File: config.mk
export PLATFORM = sky130hd
export DESIGN_NAME = afm_tracker
export DESIGN_NICKNAME = d
export VERILOG_FILES = /design/src/rtl/afm_pkg.sv /design/src/rtl/afm_ctrl_decode.sv /design/src/rtl/afm_sat_counter.sv /design/src/rtl/afm_tracker.sv
export SDC_FILE = /design/constraint.sdc
export NUM_CORES = 1
export LEC_CHECK = 0
export BUFFER_PORTS_ARGS = -buffer_cell sky130_fd_sc_hd__buf_2
export CORE_ASPECT_RATIO = 0.8
export CORE_MARGIN = 5
export CORE_UTILIZATION = 32
export CTS_BUF_LIST = sky130_fd_sc_hd__clkbuf_2 sky130_fd_sc_hd__clkbuf_4 sky130_fd_sc_hd__clkbuf_8
export DETAILED_ROUTE_END_ITERATION = 10
export GPL_TIMING_DRIVEN = 0
export PLACE_DENSITY_LB_ADDON = 0.1
export SYNTH_ARGS = -nofsm -noshare
export SYNTH_HDL_FRONTEND = slang
export SYNTH_HIERARCHICAL = 1
export SYNTH_SLANG_ARGS = --single-unit
File: constraint.sdc
create_clock -name clk -period 6.4 [get_ports clk]
set_clock_uncertainty 0.1 [all_clocks]
set_input_delay 1.28 -clock clk [delete_from_list [all_inputs] [get_ports clk]]
set_output_delay 1.28 -clock clk [all_outputs]
set_load 0.01 [all_outputs]
File: src/rtl/afm_pkg.sv
package afm_pkg;

  localparam int WORD_W  = 32;
  localparam int MASK_W  = 16;
  localparam int ID_LSB  = 24;
  localparam int DAF_BIT = 23;
  localparam int FAF_BIT = 22;
  localparam logic [7:0] CTRL_ID = 8'h03;

  typedef enum logic [1:0] {
    VEC_OTHER  = 2'b00,
    VEC_ALPHA  = 2'b01,
    VEC_HEXBIN = 2'b10,
    VEC_SECURE = 2'b11
  } vec_kind_e;

  typedef struct packed {
    logic              hit;
    logic              dec_af;
    logic              force_af;
    logic [MASK_W-1:0] dta;
  } ctrl_cmd_t;

endpackage

File: src/rtl/afm_ctrl_decode.sv
module afm_ctrl_decode
  import afm_pkg::*;
(
  input  logic              pkt_valid_i,
  input  logic [WORD_W-1:0] pkt_data_i,
  output ctrl_cmd_t         cmd_o
);

  logic id_match;
  logic unused_rsvd;

  assign id_match    = (pkt_data_i[WORD_W-1:ID_LSB] == CTRL_ID);
  assign unused_rsvd = ^pkt_data_i[FAF_BIT-1:MASK_W];

  always_comb begin
    cmd_o.hit      = pkt_valid_i && id_match;
    cmd_o.dec_af   = pkt_data_i[DAF_BIT];
    cmd_o.force_af = pkt_data_i[FAF_BIT];
    cmd_o.dta      = pkt_data_i[MASK_W-1:0];
  end

endmodule

File: src/rtl/afm_sat_counter.sv
module afm_sat_counter #(
  parameter int CNT_W = 7
) (
  input  logic             clk,
  input  logic             rst,
  input  logic             clr,
  input  logic             up,
  input  logic             dn,
  output logic [CNT_W-1:0] cnt_o,
  output logic             nz_o
);

  localparam logic [CNT_W-1:0] CNT_MAX = '1;
  localparam logic [CNT_W-1:0] CNT_MIN = '0;

  always_ff @(posedge clk) begin
    if (rst || clr) begin
      cnt_o <= CNT_MIN;
    end else if (up && !dn && cnt_o != CNT_MAX) begin
      cnt_o <= cnt_o + 1'b1;
    end else if (dn && !up && cnt_o != CNT_MIN) begin
      cnt_o <= cnt_o - 1'b1;
    end
  end

  assign nz_o = (cnt_o != CNT_MIN);

endmodule

File: src/rtl/afm_tracker.sv
module afm_tracker
  import afm_pkg::*;
#(
  parameter int NUM_TA = 16,
  parameter int CNT_W  = 7
) (
  input  logic              clk,
  input  logic              rst,
  input  logic              dec_off_i,
  input  logic              vec_valid_i,
  input  logic [1:0]        vec_type_i,
  input  logic              pkt_valid_i,
  input  logic [WORD_W-1:0] pkt_data_i,
  input  logic [NUM_TA-1:0] ta_inc_i,
  output logic              afm_o,
  output logic [NUM_TA-1:0] ta_en_o
);

  localparam int TA_BITS = NUM_TA * CNT_W;

  ctrl_cmd_t          cmd;
  logic               af_up;
  logic               af_dn;
  logic [CNT_W-1:0]   af_cnt;
  logic               af_nz;
  logic [TA_BITS-1:0] ta_cnt_flat;
  logic [NUM_TA-1:0]  ta_nz;
  logic               force_q;

  afm_ctrl_decode u_decode (
    .pkt_valid_i (pkt_valid_i),
    .pkt_data_i  (pkt_data_i),
    .cmd_o       (cmd)
  );

  assign af_up = vec_valid_i && (vec_kind_e'(vec_type_i) != VEC_OTHER);
  assign af_dn = cmd.hit && cmd.dec_af;

  afm_sat_counter #(.CNT_W(CNT_W)) u_af_cnt (
    .clk   (clk),
    .rst   (rst),
    .clr   (dec_off_i),
    .up    (af_up),
    .dn    (af_dn),
    .cnt_o (af_cnt),
    .nz_o  (af_nz)
  );

  for (genvar g = 0; g < NUM_TA; g++) begin : g_ta
    logic [CNT_W-1:0] cnt;
    logic             dn;

    assign dn = cmd.hit && cmd.dta[g];

    afm_sat_counter #(.CNT_W(CNT_W)) u_ta_cnt (
      .clk   (clk),
      .rst   (rst),
      .clr   (dec_off_i),
      .up    (ta_inc_i[g]),
      .dn    (dn),
      .cnt_o (cnt),
      .nz_o  (ta_nz[g])
    );

    assign ta_cnt_flat[g*CNT_W +: CNT_W] = cnt;
  end

  always_ff @(posedge clk) begin
    if (rst || dec_off_i) begin
      force_q <= 1'b0;
    end else if (cmd.hit) begin
      force_q <= cmd.force_af;
    end
  end

  always_ff @(posedge clk) begin
    if (rst) begin
      afm_o   <= 1'b0;
      ta_en_o <= '0;
    end else begin
      afm_o   <= force_q || af_nz || (|ta_nz);
      ta_en_o <= ta_nz;
    end
  end

endmodule

==> flow_summary.toml <==
[logic_synthesis]
syn-cell-area_um2 = 11300
synth_edf_count = 0
yosysTopAreaCell = "dfxtp_1"
synth_commonest_cells = "dfxtp_1 (137), nand3_1 (119), ha_1 (102), nor3_1 (102), a21oi_1 (85)"
ys.warnings.count = 6
synth_most_common_cell = "dfxtp_1"
syn-num-nets = 1482
synth_flop_cell = "dfxtp_1"
ys_ff_latch = 137
yosysTopAreaCellShare = 0.243
postSynthAreaPerCell_um2 = 8.65
synth_cell_type_count = 55
synthArstFlopShare = 0
netlist_instances = 1308
ys_top_cells_by_area = "dfxtp_1 (24%), ha_1 (11%), nand3_1 (5.3%)"
yosysSeqAreaShare = 0.243

[place]
portBuffers = 47
dp_slack_ns = 1.09
dp_hpwl_mm = 21.1
place.gp.congestion = 0.765

[detailed_routing]
drt_pass1_iterations = 5
vias = 10277
wl_met3_um = 872
vias_per_cell = 5.52
drc = 0
detail-route-antenna-nets = 0
wl_met1_mm = 16.0
topRoutingLayerUsed = "met4"
wl_met2_mm = 12.3
wl_mm = 29.4
post_drt_wl_per_cell_um = 15.8
drt_iter0_drc = 751

[timing]
whs_ns = 0.409
slew_viol_final = 0
fin_crit_sh = 0.745
min_period_ns = 4.77
setup_viol = 0
hold_viol = 0
setup_slack_ns = 1.63
rsz0062_at_grt = "false"
max_slew.worst_pin.slew_ns = 1.01
max_freq_ghz = 0.210
slew_headroom = 0.328
fin_setup_tns_ns = 0

[floorplanning]
die_x_um = 220
dieArea_um2 = 39200
die_height_um = 178
ios = 72
floorplan.initialDensity = 0.325
core-area_um2 = 34800
fp-row-count = 61

[worst_setup_path]
crit_fanout = 16
ff2ff_path_depth = 8
crit_path_end_kind = "register"
arrival_ns = 5.08
critPathLaunchType = "input port"
timing.rr.start = "g_ta[12].u_ta_cnt/cnt_o[3]$_SDFFE_PP0P_"
critical_path_class = "in -> reg"
cp.required_ns = 6.71
r2r_slack_ns = 3.47
r2r-end = "g_ta[12].u_ta_cnt/cnt_o[5]$_SDFFE_PP0P_"

[hold_path]
hold_class = "reg -> reg"
holdPathStages = 2
min_to = "g_ta[4].u_ta_cnt/cnt_o[4]$_SDFFE_PP0P_"
min_from = "g_ta[4].u_ta_cnt/cnt_o[4]$_SDFFE_PP0P_"

[global_routing]
grt_pass1_wl_mm = 49.4
antenna_found_initial = 1
grt_max_degree = 44
first_global_vias = 9702
grt-ovfl-total = 0
grt_usage = 0.151

[clocking]
htreeDepth = 4
cts_resized = 0
path_clk_slew_ns = 0.09
clkSinkCount = 137
post_cts.repair.setup_buffers = 0
cts_root_buf = "clkbuf_8"
hold_buffers = 0
cts_made_buffers = 17
clk_path_buf_depth = 2
cts_tree = "yes"
clk_latency_ns = 0.48

[layout]
syn2layout_area_growth_pct = 11.9
drive_gt1_frac = 0.139
final_nets = 1549
nFillCells = 3634
fin_util = 0.363

[status]
status = "finished, final reports clean"

[power_and_ir_drop]
peakVddDrop_mv = 0.132
p_leak_nw = 5.10
p_per_area_nw_per_um2 = 193
power_mw = 2.44

[job]
drv_cap = 0
cell usage in the layout, fill, tap and decap left out, types with 18 or more instances in the layout:
master	n
a211o_1	51
a211oi_1	34
a21o_1	34
a21oi_1	85
and3_1	18
buf_2	48
buf_4	19
clkbuf_8	20
dfxtp_1	137
ha_1	102
nand2_1	34
nand3_1	119
nor2_1	23
nor2b_1	32
nor3_1	102
nor3b_1	29
o211ai_1	22
o21a_1	18
o21ai_0	41
power by group:
part	switching, mW	leakage [nW]	internal (mW)
Sequential	0.0490	1.12	0.895
Clock	0.380	0.245	0.533
Combinational	0.326	3.74	0.252
per-layer routing:
layer / up-vias / track usage
met5: - / 0
met3: 16 / 0.0297
met1: 4832 / 0.228
li1: 5305 / -
met2: 124 / 0.223
met4: 0 / 0.0325
flip-flops by register name, summed over array words and instances (netlist names):
name,count
afm_o,1
force_q,1
g_ta.u_ta_cnt/cnt_o,112
ta_en_o,16
u_af_cnt/cnt_o,7
per-stage QoR:
step | instances | instance area (um^2)
global placement | 1827 | 12100
finish | 1861 | 12700
floorplan | 1308 | 11300
CTS | 1860 | 12600
global route | 1860 | 12600
detailed placement | 1828 | 12200
area by class of cell:
cell class	instances	area (um^2)	area share
multi-input combinational	1100	8240	0.651
sequential	137	2740	0.217
tap	472	591	0.0467
clock buffer	20	275	0.0218
timing repair buffer	48	246	0.0195
clock inverter	12	219	0.0173
buffer	37	211	0.0167
inverter	34	128	0.0101
antenna	1	2.50	0.000198
worst max-delay path by stage:
stage | from | endpoint | slack, ns
after floorplan | pkt_data_i[28] | g_ta[10].u_ta_cnt/cnt_o[5]$_SDFFE_PP0P_ | 1.92
after global placement | pkt_data_i[28] | g_ta[10].u_ta_cnt/cnt_o[5]$_SDFFE_PP0P_ | 0.12
after detailed placement | pkt_data_i[28] | g_ta[10].u_ta_cnt/cnt_o[5]$_SDFFE_PP0P_ | 1.09
after CTS | pkt_data_i[28] | g_ta[10].u_ta_cnt/cnt_o[5]$_SDFFE_PP0P_ | 1.60
after global routing | pkt_data_i[28] | g_ta[13].u_ta_cnt/cnt_o[5]$_SDFFE_PP0P_ | 1.40
final | pkt_data_i[28] | g_ta[10].u_ta_cnt/cnt_o[5]$_SDFFE_PP0P_ | 1.63
cell families (layout without fill, tap and decap cells):
logic type	count (synthesis)	count (layout)	share of synthesized area
compound gates	461	461	0.308
fa+ha+maj	119	119	0.143
buf+inv	71	151	0.0300
simple gates	502	502	0.263
xor+xnor	17	17	0.0132
flops	137	137	0.243
mux	1	1	0.000885
other cells	0	1	0
worst max-delay path, cell delays in order:
cell and delay (ns):
buf_2 0.10, or4b_1 0.58, nor4_4 0.54, buf_2 0.39, and2_1 0.22, nand2b_4 0.14
o21ba_2 0.19, clkinv_1 0.29, ha_1 0.32, o21ai_0 0.15, or4b_1 0.48, a32o_1 0.27
a21oi_2 0.13
(Power assumes the default switching activity.)
